<file path="src/rtl/brnpc_pkg.sv">
`timescale 1ns/1ps
package brnpc_pkg;

    parameter int XLEN       = 32;
    parameter int REGW       = 5;
    parameter int IMMW       = 16;
    parameter int JTGTW      = 26;
    parameter int OPW        = 6;
    parameter int FNW        = 6;
    parameter int FCC_N      = 8;
    parameter int FCC_BASE   = 23;
    parameter int DSP_POSW   = 6;
    parameter int DSP_THRESH = 32;
    parameter int LINK_REG   = 31;

    localparam int FCCW   = $clog2(FCC_N);
    localparam int SEXT_W = XLEN - IMMW - 2;

    // primary opcode values
    localparam logic [OPW-1:0] OP_GRP_R     = 6'd0;
    localparam logic [OPW-1:0] OP_GRP_SIGN  = 6'd1;
    localparam logic [OPW-1:0] OP_JABS      = 6'd2;
    localparam logic [OPW-1:0] OP_JABS_LNK  = 6'd3;
    localparam logic [OPW-1:0] OP_EQ        = 6'd4;
    localparam logic [OPW-1:0] OP_NE        = 6'd5;
    localparam logic [OPW-1:0] OP_LEZ       = 6'd6;
    localparam logic [OPW-1:0] OP_GTZ       = 6'd7;
    localparam logic [OPW-1:0] OP_FPU       = 6'd17;
    localparam logic [OPW-1:0] OP_EQ_LK     = 6'd20;
    localparam logic [OPW-1:0] OP_NE_LK     = 6'd21;
    localparam logic [OPW-1:0] OP_LEZ_LK    = 6'd22;
    localparam logic [OPW-1:0] OP_GTZ_LK    = 6'd23;

    // function codes under OP_GRP_R
    localparam logic [FNW-1:0] FN_JREG      = 6'd8;
    localparam logic [FNW-1:0] FN_JREG_LNK  = 6'd9;

    // rt-field codes under OP_GRP_SIGN
    localparam logic [REGW-1:0] RI_LTZ      = 5'd0;
    localparam logic [REGW-1:0] RI_GEZ      = 5'd1;
    localparam logic [REGW-1:0] RI_LTZ_LK   = 5'd2;
    localparam logic [REGW-1:0] RI_GEZ_LK   = 5'd3;
    localparam logic [REGW-1:0] RI_LTZ_AL   = 5'd16;
    localparam logic [REGW-1:0] RI_GEZ_AL   = 5'd17;
    localparam logic [REGW-1:0] RI_LTZ_ALK  = 5'd18;
    localparam logic [REGW-1:0] RI_GEZ_ALK  = 5'd19;
    localparam logic [REGW-1:0] RI_DSPPOS   = 5'd28;

    // rs-field selector for condition branches under OP_FPU
    localparam logic [REGW-1:0] FPU_BR_SEL  = 5'd8;

    typedef enum logic [3:0] {
        K_NONE,
        K_JREG,
        K_JABS,
        K_EQ,
        K_NE,
        K_LEZ,
        K_GTZ,
        K_LTZ,
        K_GEZ,
        K_FPC,
        K_DSP
    } kind_e;

    typedef struct packed {
        kind_e             kind;
        logic              link;
        logic [REGW-1:0]   link_idx;
        logic              fp_true;
        logic [FCCW-1:0]   fcc;
    } dec_t;

    typedef struct packed {
        logic              misal;
        logic              ill;
        logic              nobr;
        logic              lwe;
        logic [REGW-1:0]   lidx;
        logic [XLEN-1:0]   lval;
        logic [XLEN-1:0]   npc;
    } res_t;

    typedef enum logic {
        S_IDLE,
        S_DONE
    } state_e;

endpackage

</file>
<file path="src/rtl/brnpc_decode.sv">
`timescale 1ns/1ps
module brnpc_decode
    import brnpc_pkg::*;
(
    input  logic [OPW-1:0]  op_i,
    input  logic [REGW-1:0] rs_i,
    input  logic [REGW-1:0] rt_i,
    input  logic [REGW-1:0] rd_i,
    input  logic [FNW-1:0]  fn_i,
    output dec_t            dec_o
);

    always_comb begin
        dec_o          = '0;
        dec_o.kind     = K_NONE;
        unique case (op_i)
            OP_GRP_R: begin
                if (fn_i == FN_JREG) begin
                    dec_o.kind = K_JREG;
                end else if (fn_i == FN_JREG_LNK) begin
                    dec_o.kind     = K_JREG;
                    dec_o.link     = 1'b1;
                    dec_o.link_idx = rd_i;
                end
            end
            OP_GRP_SIGN: begin
                unique case (rt_i)
                    RI_LTZ, RI_LTZ_LK: dec_o.kind = K_LTZ;
                    RI_GEZ, RI_GEZ_LK: dec_o.kind = K_GEZ;
                    RI_LTZ_AL, RI_LTZ_ALK: begin
                        dec_o.kind     = K_LTZ;
                        dec_o.link     = 1'b1;
                        dec_o.link_idx = REGW'(LINK_REG);
                    end
                    RI_GEZ_AL, RI_GEZ_ALK: begin
                        dec_o.kind     = K_GEZ;
                        dec_o.link     = 1'b1;
                        dec_o.link_idx = REGW'(LINK_REG);
                    end
                    RI_DSPPOS: dec_o.kind = K_DSP;
                    default:   dec_o.kind = K_NONE;
                endcase
            end
            OP_JABS: dec_o.kind = K_JABS;
            OP_JABS_LNK: begin
                dec_o.kind     = K_JABS;
                dec_o.link     = 1'b1;
                dec_o.link_idx = REGW'(LINK_REG);
            end
            OP_EQ,  OP_EQ_LK:  dec_o.kind = K_EQ;
            OP_NE,  OP_NE_LK:  dec_o.kind = K_NE;
            OP_LEZ, OP_LEZ_LK: dec_o.kind = K_LEZ;
            OP_GTZ, OP_GTZ_LK: dec_o.kind = K_GTZ;
            OP_FPU: begin
                if (rs_i == FPU_BR_SEL) begin
                    dec_o.kind    = K_FPC;
                    dec_o.fp_true = rt_i[0];
                    dec_o.fcc     = rt_i[REGW-1 -: FCCW];
                end
            end
            default: dec_o.kind = K_NONE;
        endcase
    end

endmodule

</file>
<file path="src/rtl/brnpc_cond.sv">
`timescale 1ns/1ps
module brnpc_cond
    import brnpc_pkg::*;
(
    input  kind_e               kind_i,
    input  logic [XLEN-1:0]     rs_v_i,
    input  logic [XLEN-1:0]     rt_v_i,
    input  logic [XLEN-1:0]     fpstat_i,
    input  logic                fp_true_i,
    input  logic [FCCW-1:0]     fcc_i,
    input  logic [DSP_POSW-1:0] dsp_pos_i,
    output logic                taken_o
);

    logic [FCC_N-1:0] cc_bits;
    logic             rs_neg;
    logic             rs_zero;
    logic             cc_sel;

    // condition bit 0 sits apart from the others; bit FCC_BASE+1 is skipped
    for (genvar g = 0; g < FCC_N; g++) begin : g_fcc
        localparam int IDX = (g == 0) ? FCC_BASE : FCC_BASE + 1 + g;
        assign cc_bits[g] = fpstat_i[IDX];
    end

    logic unused_fp;
    assign unused_fp = ^{fpstat_i[FCC_BASE-1:0], fpstat_i[FCC_BASE+1]};

    assign rs_neg  = rs_v_i[XLEN-1];
    assign rs_zero = (rs_v_i == '0);
    assign cc_sel  = cc_bits[fcc_i];

    always_comb begin
        unique case (kind_i)
            K_EQ:    taken_o = (rs_v_i == rt_v_i);
            K_NE:    taken_o = (rs_v_i != rt_v_i);
            K_LEZ:   taken_o = rs_neg | rs_zero;
            K_GTZ:   taken_o = ~rs_neg & ~rs_zero;
            K_LTZ:   taken_o = rs_neg;
            K_GEZ:   taken_o = ~rs_neg;
            K_FPC:   taken_o = fp_true_i ? cc_sel : ~cc_sel;
            K_DSP:   taken_o = (dsp_pos_i >= DSP_POSW'(DSP_THRESH));
            default: taken_o = 1'b0;
        endcase
    end

endmodule

</file>
<file path="src/rtl/brnpc_target.sv">
`timescale 1ns/1ps
module brnpc_target
    import brnpc_pkg::*;
(
    input  logic [XLEN-1:0]  pc_i,
    input  logic [JTGTW-1:0] jfield_i,
    input  logic [XLEN-1:0]  rs_v_i,
    input  kind_e            kind_i,
    input  logic             taken_i,
    output logic [XLEN-1:0]  npc_o,
    output logic [XLEN-1:0]  link_val_o
);

    logic [IMMW-1:0] imm;
    logic [XLEN-1:0] off;
    logic [XLEN-1:0] seq;
    logic [XLEN-1:0] fall;
    logic [XLEN-1:0] abs_tgt;

    assign imm     = jfield_i[IMMW-1:0];
    assign off     = {{SEXT_W{imm[IMMW-1]}}, imm, 2'b00};
    assign seq     = pc_i + XLEN'(4);
    assign fall    = pc_i + XLEN'(8);
    assign abs_tgt = {seq[XLEN-1:JTGTW+2], jfield_i, 2'b00};

    assign link_val_o = fall;

    always_comb begin
        unique case (kind_i)
            K_NONE:  npc_o = pc_i;
            K_JREG:  npc_o = rs_v_i;
            K_JABS:  npc_o = abs_tgt;
            default: npc_o = taken_i ? (seq + off) : fall;
        endcase
    end

endmodule

</file>
<file path="src/rtl/brnpc_resolver.sv">
`timescale 1ns/1ps
module brnpc_resolver
    import brnpc_pkg::*;
#(
    parameter bit HAS_DSP = 1'b1
) (
    input  logic                clk,
    input  logic                rst_n,
    input  logic                req_i,
    input  logic [XLEN-1:0]     pc_i,
    input  logic [XLEN-1:0]     instr_i,
    input  logic [XLEN-1:0]     rs_val_i,
    input  logic [XLEN-1:0]     rt_val_i,
    input  logic [XLEN-1:0]     fpstat_i,
    input  logic [DSP_POSW-1:0] dsp_pos_i,
    output logic                vld_o,
    output logic [XLEN-1:0]     npc_o,
    output logic                link_we_o,
    output logic [REGW-1:0]     link_idx_o,
    output logic [XLEN-1:0]     link_val_o,
    output logic                misalign_o,
    output logic                illegal_o,
    output logic                nobranch_o
);

    logic [OPW-1:0]  f_op;
    logic [REGW-1:0] f_rs;
    logic [REGW-1:0] f_rt;
    logic [REGW-1:0] f_rd;
    logic [FNW-1:0]  f_fn;

    assign f_op = instr_i[XLEN-1 -: OPW];
    assign f_rs = instr_i[XLEN-OPW-1 -: REGW];
    assign f_rt = instr_i[XLEN-OPW-REGW-1 -: REGW];
    assign f_rd = instr_i[XLEN-OPW-2*REGW-1 -: REGW];
    assign f_fn = instr_i[FNW-1:0];

    // register zero is hardwired
    logic [XLEN-1:0] rs_v;
    logic [XLEN-1:0] rt_v;
    assign rs_v = (f_rs == '0) ? '0 : rs_val_i;
    assign rt_v = (f_rt == '0) ? '0 : rt_val_i;

    dec_t            dec;
    logic            taken;
    logic [XLEN-1:0] tgt_npc;
    logic [XLEN-1:0] tgt_link;

    brnpc_decode u_decode (
        .op_i  (f_op),
        .rs_i  (f_rs),
        .rt_i  (f_rt),
        .rd_i  (f_rd),
        .fn_i  (f_fn),
        .dec_o (dec)
    );

    brnpc_cond u_cond (
        .kind_i    (dec.kind),
        .rs_v_i    (rs_v),
        .rt_v_i    (rt_v),
        .fpstat_i  (fpstat_i),
        .fp_true_i (dec.fp_true),
        .fcc_i     (dec.fcc),
        .dsp_pos_i (dsp_pos_i),
        .taken_o   (taken)
    );

    brnpc_target u_target (
        .pc_i       (pc_i),
        .jfield_i   (instr_i[JTGTW-1:0]),
        .rs_v_i     (rs_v),
        .kind_i     (dec.kind),
        .taken_i    (taken),
        .npc_o      (tgt_npc),
        .link_val_o (tgt_link)
    );

    // result selection with fault priority
    logic misal;
    logic dsp_bad;
    res_t res_d;
    res_t res_q;

    assign misal = |pc_i[1:0];

    generate
        if (HAS_DSP) begin : g_dsp_on
            assign dsp_bad = 1'b0;
        end else begin : g_dsp_off
            assign dsp_bad = (dec.kind == K_DSP);
        end
    endgenerate

    always_comb begin
        res_d     = '0;
        res_d.npc = pc_i;
        if (misal) begin
            res_d.misal = 1'b1;
        end else if (dec.kind == K_NONE) begin
            res_d.nobr = 1'b1;
        end else if (dsp_bad) begin
            res_d.ill = 1'b1;
        end else begin
            res_d.npc = tgt_npc;
            if (dec.link && (dec.link_idx != '0)) begin
                res_d.lwe  = 1'b1;
                res_d.lidx = dec.link_idx;
                res_d.lval = tgt_link;
            end
        end
    end

    // state machine
    state_e state_q;
    state_e state_d;

    always_comb begin
        state_d = state_q;
        unique case (state_q)
            S_IDLE:  state_d = req_i ? S_DONE : S_IDLE;
            S_DONE:  state_d = req_i ? S_DONE : S_IDLE;
            default: state_d = S_IDLE;
        endcase
    end

    always_ff @(posedge clk or negedge rst_n) begin
        if (!rst_n) begin
            state_q <= S_IDLE;
        end else begin
            state_q <= state_d;
        end
    end

    always_ff @(posedge clk or negedge rst_n) begin
        if (!rst_n) begin
            res_q <= '0;
        end else if (req_i) begin
            res_q <= res_d;
        end
    end

    assign vld_o      = (state_q == S_DONE);
    assign npc_o      = res_q.npc;
    assign link_we_o  = res_q.lwe;
    assign link_idx_o = res_q.lidx;
    assign link_val_o = res_q.lval;
    assign misalign_o = res_q.misal;
    assign illegal_o  = res_q.ill;
    assign nobranch_o = res_q.nobr;

endmodule

</file>
<file path="config.mk">
export PLATFORM = sky130hd
export DESIGN_NAME = brnpc_resolver
export DESIGN_NICKNAME = d
export VERILOG_FILES = /design/src/rtl/brnpc_pkg.sv /design/src/rtl/brnpc_decode.sv /design/src/rtl/brnpc_cond.sv /design/src/rtl/brnpc_target.sv /design/src/rtl/brnpc_resolver.sv
export SDC_FILE = /design/constraint.sdc
export NUM_CORES = 1
export LEC_CHECK = 0
export CAP_MARGIN = 20
export CORE_ASPECT_RATIO = 0.75
export CORE_MARGIN = 2
export CORE_UTILIZATION = 30
export DETAILED_ROUTE_END_ITERATION = 12
export GPL_ROUTABILITY_DRIVEN = 0
export SYNTH_ARGS = -nofsm -noshare
export SYNTH_HDL_FRONTEND = slang
export SYNTH_SLANG_ARGS = --single-unit
</file>
<file path="constraint.sdc">
create_clock -name clk -period 2.94 [get_ports clk]
set_input_delay 0.882 -clock clk [delete_from_list [all_inputs] [get_ports clk]]
set_output_delay 0.882 -clock clk [all_outputs]
set_load 0.05 [all_outputs]
</file>
==> results of run 1 <==
-- worst paths after layout --
path	to	cells past startpoint	slack (ns)	startpoint
worst max-delay path	npc_o[29]	18	-0.87	pc_i[7]
worst min-delay path	npc_o[11]	1	0.45	rst_n
worst max register to register	npc_o[30]	5	1.76	npc_o[30]
worst min register to register	misalign_o	1	0.48	misalign_o
max in group asynchronous	link_val_o[2]	2	1.89	rst_n
min in group clk	misalign_o	1	0.48	misalign_o
-- placed cells by master, fill, tap and decap left out, types with 12 or more instances in the layout --
master           synthesis  layout
buf_6                    5      35
nor2_1                 111      93
a221oi_1                18      15
a22oi_1                 18      18
nand3_1                 29      19
buf_12                   0      12
nand2_1                 59      45
inv_1                   55      53
o22ai_2                  0      33
nor4bb_1                16      14
ha_1                    31      29
mux2i_1                 19      17
xnor2_1                 65      64
a31oi_1                 33      30
clkdlybuf4s50_1          0     171
dfrtp_1                 73      73
xor2_1                  28      27
a21oi_1                 37      28
a21o_1                  13      12
o21ai_1                  0      12
o22ai_1                 70      32
buf_4                    3     372
o21ai_0                 46      30
nand4_1                 17      17
-- what timing repair did --
action | 4_1_cts | 5_1_grt
endpoints found under the hold margin | 0 | 0
setup endpoints to repair | 32 | 60
pin swaps | 122 | 70
setup buffers | 50 | 21
resized for setup | 250 | 95
gates cloned | 2 | 3
-- state kept, by name, summed over array words and instances (netlist names) --
name	cells
misalign_o	1
vld_o	1
link_we_o	1
nobranch_o	1
npc_o	32
link_val_o	32
link_idx_o	5
-- metrics by stage --
stage                     TNS [ns]  hold WS [ns]  worst slack [ns]  power, mW
after floorplan             -18.57         0.586            -0.835       1.93
after global placement      -52.05         0.469             -1.69       2.84
after detailed placement    -53.76         0.474             -1.84       2.85
after CTS                   -18.02         0.457            -0.782       4.18
after global routing        -23.17         0.471            -0.963       4.47
final                       -20.38         0.448            -0.866       4.30
-- metal layers --
metal	vias up	global-route usage (%)
li1	4720	-
met1	4878	40.7
met2	565	41.8
met3	96	7.57
met4	0	8.99
met5	-	0
-- cell families after synthesis --
| family | count (synthesis) | share of synthesized area [%] |
|---|---|---|
| and+or+nand+nor | 304 | 20.7 |
| AOI/OAI and AO/OA | 296 | 26.8 |
| buffers and inverters | 112 | 6.35 |
| xor gates and xnor gates | 93 | 11.0 |
| DFF | 73 | 24.6 |
| muxes | 34 | 4.99 |
| adders and majority gates | 32 | 5.49 |
| other | 1 | 0.0505 |
-- power by group through the flow --
stage	Sequential [mW]	Combinational, mW	Clock [mW]
detailed placement	1.11	1.74	0
global route	1.10	2.11	1.25
CTS	1.10	1.87	1.21
global placement	1.11	1.73	0
finish	1.10	2.00	1.21
floorplan	1.29	0.645	0
-- cell type report --
type / instances / area [um^2] / area share [%]
Sequential cell: 73 / 1830 / 12.6
Inverter: 55 / 210 / 1.45
Multi-Input combinational cell: 760 / 6180 / 42.5
Tap cell: 331 / 414 / 2.85
Antenna cell: 2 / 5.00 / 0.0344
Clock inverter: 5 / 61.3 / 0.422
Timing Repair Buffer: 634 / 5590 / 38.5
Clock buffer: 11 / 253 / 1.74
-- worst max-delay path: cells and delay by family --
family,cells,cell delay [ns]
adder cells (fa/ha/maj),1,0.32
multiplexers,1,0.26
AND/OR/NAND/NOR,6,1.33
XOR/XNOR,2,0.24
AO/OA/AOI/OAI,3,0.48
buffers and inverters,5,0.57
==> impl_results.md, run 1 <==
* DR WL met2 at 16400 um
* Count of different cell masters after synthesis at 66
* Number of synthesized flops with an enable pin at 0
* Root Driver: clkbuf_16
* Area share of the largest cell type after synthesis at 24.6%
* Max FO, Critical Path at 3
* P_sw at 1.56 mW
* Int Power at 2.73 mW
* Worst Tran Pin Value at 0.567 ns
* Slowest stage cell on the critical path: ha_1
* Worst-path clk slew at 0.07 ns
* Most frequent cell after synthesis: nor2_1
* Synth Flop Type: dfrtp_1
* Top area cells in the synthesized netlist: dfrtp_1 (25%), xnor2_1 (7.7%), o22ai_1 (5.9%), nor2_1 (5.6%), ha_1 (5.2%)
* Max-Cap Viols at 0
* Die Footprint at 0.0260 mm^2
* Crit path top cell by count: buf_4
* Avg Cell Area, Syn at 7.86 um^2
* HP Class: input pin to asynchronous set/reset pin
* Startpoint types: input pin
* Largest net degree at the start of global routing at 48
* Fin nets at 1734
* Worst clock skew at 0 ns
* DR vias at 10300
* Initial DRC count at 959
* Worst Path Required at 3.23 ns
* Comb pwr share at 46.5%
* Num CTS Buffers at 9
* Site Rows at 49
* Initial antenna violation count at 2
* Failing checks: setup timing
* Syn Inst Count at 945
* Status: complete, but fails checks
* Yosys reg bits at 73
* Async set-reset flop share out of synthesis at 100%
* Sw frac at 36.4%
* Highest metal used: met4
* Minimum clock period at 3.81 ns
* P&R area growth vs syn at 95.8%
* Mapped Area at 0.00742 mm^2
* Synth Warn # at 0
* Drt via density at 5.48
* Crit path cell chain: buf_6 > and3_4 > and4_4 > buf_4 > nand4_1 > nor2_2 > xor2_1 > ha_1 > buf_4 > buf_4 > and4_1 > nand3_1 > a211oi_4 > buf_4 > o21ai_1 > xnor2_1 > mux2_2 > o21ai_1
* P per Cell Area at 296 mW/mm^2
* WL met1 at 16800 um
* CP Capture Type: flip-flop
* Total congestion overflow at 0
* Final Hold Violating Endpoints at 0
* Routed wire per std cell at 20.7 um
* Vias in the first global route at 9928
* Setup CP Type: input pin to flip-flop
* # IOs at 243
* Dominant cell type by area after synthesis: dfrtp_1
* Fmax at 0.263 GHz
* Bufs on Longest Clock Path at 2
* Crit path DAT at 4.10 ns
* Final WS setup at -0.866 ns
* Drt drc at 0
* Fillers at 2079
* Placed insts at 1779
* Post-Route Utilization at 60.2%
* Worst-skew pair later-pin latency at 0.36 ns
* Most frequent cells after synthesis: nor2_1 (111), dfrtp_1 (73), o22ai_1 (70), xnor2_1 (65), nand2_1 (59)
* Clk network pwr share at 28.0%
* Detailed Routing Iterations Pass 1 at 6
* Total wire length at 38700 um
* VDD IR max at 0.282 mV
* Aggregate global-route resource usage at 28.6%
* Port bufs at 212
* Clock Sinks at 73
* Initial Util at 30.7%
* Die Wd at 186 um
* Post-Layout Cell Count at 1871
* Layout cells sized above 1 at 42.3%
* Hold-fix buffers, CTS at 0
* Register area share after synthesis at 24.6%
* Detailed Place HPWL at 28800 um
* Pins Over Slew Limit at 0
* Seq pwr share at 25.5%
* Die Ht at 140 um
* Unrepaired setup endpoints after global routing: yes
* Endpoints failing setup at 30
* Final cycle utilization of the critical path at 129%
* Post-synth net total at 1146
* First-pass GRT wire length at 57100 um
* Post-route ant nets at 0
* CTS tree: built
* Max-slew headroom at the worst pin at 62.1%
* Max H-tree Level at 3
* Post-DP Area at 0.0126 mm^2
* Post-Layout Inst Area at 0.0145 mm^2
* DR WL met3 at 4180 um
* Leakage at 6.38 nW
* Worst stage delay on the critical path at 0.32 ns
* Core Region at 0.0242 mm^2
(Power assumes the default switching activity.)
==> inputs of run 2 (changes only) <==
Settings changed: SKIP_CTS_REPAIR_TIMING from default to 1.
==> run 2 against run 1 <==
The flow still finishes with violations (setup timing); largest cell class unchanged; flip-flop and latch count stayed put; via count is 2.1% lower; largest power group unchanged; worst setup slack worse by 0.12 ns.
==> impl_results.md, run 2 (same netlist as run 1, synthesis figures left out) <==
* Cells on worst reg2reg path at 5 (unchanged)
* Clock Sinks at 73 (unchanged)
* Most frequent cells in the layout: buf_4 (360), clkdlybuf4s50_1 (168), nor2_1 (97), dfrtp_1 (73), xnor2_1 (64)
* Total power at 4.24 mW (-1.4%)
* HP Class: input pin to asynchronous set/reset pin
* Minimum clock period at 3.93 ns (+0.119 ns)
* Worst Path Required at 3.18 ns (-0.05 ns)
* Startpoint types: input pin
* Final TNS setup at -23.49 ns (-3.10 ns)
* Final cycle utilization of the critical path at 134% (+4.1 points)
* P_sw at 1.54 mW (-1.8%)
* Crit path cell chain: buf_6 > or4_4 > buf_8 > buf_6 > o22ai_2 > buf_6 > buf_8 > o2bb2ai_1 > nand4_1 > buf_6 > buf_6 > nor4bb_4 > a21o_1 > a21oi_4 > buf_12 > buf_4 > mux2i_4 > a31oi_4 > mux2_4
* Worst Path Buf+Inv at 9 (+4)
* Pins Over Slew Limit at 0 (unchanged)
* Reg2reg start: npc_o[30]
* CP Capture Type: flip-flop
* Crit path top cell by count: buf_6
* Worst-path clk slew at 0.07 ns (about the same)
* Fmax at 0.255 GHz (-3.0%)
* Largest net degree at the start of global routing at 48 (unchanged)
* Die Ht at 140 um (unchanged)
* Max-Cap Viols at 0 (unchanged)
* Top delay family on crit path: buffers and inverters
* CTS tree: built
* Commonest non-fill, non-tap cell in the layout: buf_4
* Initial Util at 30.7% (unchanged)
* Sw frac at 36.2% (-0.16 points)
* Fin nets at 1711 (-1.3%)
* Total wire length at 37800 um (-2.2%)
* Initial antenna violation count at 0 (-2)
* Max-slew headroom at the worst pin at 62.7% (+0.64 points)
* Aggregate global-route resource usage at 26.7% (-1.9 points)
* Routed wire per std cell at 20.5 um (-0.86%)
* Bufs on Longest Clock Path at 2 (unchanged)
* Slowest stage cell on the critical path: or4_4
* # IOs at 243 (unchanged)
* Placed insts at 1779 (unchanged)
* Worst clock skew at 0 ns (unchanged)
* Worst Tran Pin Value at 0.557 ns (-0.00952 ns)
* First-pass GRT wire length at 53300 um (-6.7%)
* Leakage at 6.42 nW (+0.57%)
* Post-Layout Cell Count at 1846 (-1.3%)
* Vias in the first global route at 9280 (-6.5%)
* P per Cell Area at 298 mW/mm^2 (+0.62%)
* Port bufs at 212 (unchanged)
* Drt via density at 5.44 (-0.77%)
* Drt drc at 0 (unchanged)
* Layout cells sized above 1 at 39.1% (-3.3 points)
* Antenna cells at 0 (-2)
* VDD IR max at 0.279 mV (-0.97%)
* Post-route ant nets at 0 (unchanged)
* Worst stage delay on the critical path at 0.53 ns (+0.21 ns)
* Die Footprint at 0.0260 mm^2 (unchanged)
* Status: complete, but fails checks
* Num CTS Buffers at 9 (unchanged)
* Endpoints failing setup at 30 (unchanged)
* Seq pwr share at 25.8% (+0.3 points)
* Crit Reg-Reg Endpoint: npc_o[30]
* Site Rows at 49 (unchanged)
* Worst-skew pair later-pin latency at 0.36 ns (about the same)
* Initial DRC count at 964 (+0.52%)
* Root Driver: clkbuf_16
* Core Region at 0.0242 mm^2 (unchanged)
* Clk network pwr share at 28.3% (+0.3 points)
* Final WS setup at -0.986 ns (-0.119 ns)
* P&R area growth vs syn at 92.0%
* Failing checks: setup timing
* Hold_ws at 0.455 ns (+0.00759 ns)
* Detailed Place HPWL at 28800 um (unchanged)
* Final Hold Violating Endpoints at 0 (unchanged)
* Flop2flop setup slack at 1.77 ns (about the same)
* Crit path DAT at 4.17 ns (+0.07 ns)
* Int Power at 2.70 mW (-1.1%)
* Unrepaired setup endpoints after global routing: yes
* Post-Route Utilization at 59.0% (-1.2 points)
* Max FO, Critical Path at 7 (+4)
* Fillers at 2122 (+2.1%)
* Detailed Routing Iterations Pass 1 at 5 (-1)
* Comb pwr share at 45.9% (-0.6 points)
* DR vias at 10000 (-2.1%)
* Max H-tree Level at 3 (unchanged)
* Die Wd at 186 um (unchanged)
* Total congestion overflow at 0 (unchanged)
* Setup CP Type: input pin to flip-flop
[run 2: cell types whose count changed in the layout (fill, tap and decap cells not counted), sizes merged]
cell           before  now
buf               437  404
dlygate4sd2        10    0
clkdlybuf4s15       8    0
nor2              111  112
dlymetal6s2s        3   30
or4                 3    4
clkdlybuf4s50     171  168
diode               2    0
clkbuf             16   18
[run 2: metrics by stage]
| step | cell area [um^2] | worst slack (ns) |
|---|---|---|
| after floorplan | 7600 | -0.835 |
| after global placement | 12600 | -1.69 |
| after detailed placement | 12600 | -1.84 |
| after CTS | 12900 | -1.51 |
| after global routing | 14300 | -1.06 |
| final | 14300 | -0.986 |
[run 2: power by group through the flow]
stage | Sequential [mW] | Clock [mW] | Combinational (mW)
2_1_floorplan | 1.29 | 0 | 0.645
3_3_place_gp | 1.11 | 0 | 1.73
3_5_place_dp | 1.11 | 0 | 1.74
4_1_cts | 1.09 | 1.21 | 1.75
5_1_grt | 1.10 | 1.25 | 2.06
6_report | 1.10 | 1.20 | 1.95
[run 2: metal layers]
metal  track usage (%)  up-vias  share of wire, %
li1                  -     4676                 -
met2              39.1      490                43
met3              6.50       67               9.3
met1              39.4     4811                46
met5                 0        -                 0
met4              5.64        0               2.1
[run 2: worst max path at each step]
stage                     cells past startpoint   startpoint  slack, ns        end
after floorplan                              15      pc_i[6]      -0.84  npc_o[28]
after global placement                       17      pc_i[3]      -1.69  npc_o[31]
after detailed placement                     18      pc_i[3]      -1.84  npc_o[27]
after CTS                                    18      pc_i[3]      -1.51  npc_o[31]
after global routing                         18      pc_i[6]      -1.06  npc_o[31]
final                                        19  instr_i[23]      -0.99   npc_o[5]
[run 2: layout make-up]
cell class	instances	area [um^2]	area share, %
repair buffers	609	5440	38.2
clock buffers	11	253	1.77
well taps	331	414	2.91
clock inverters	5	61.3	0.430
flip-flops and latches	73	1830	12.8
inverters	55	210	1.47
multi-input cells	762	6050	42.4
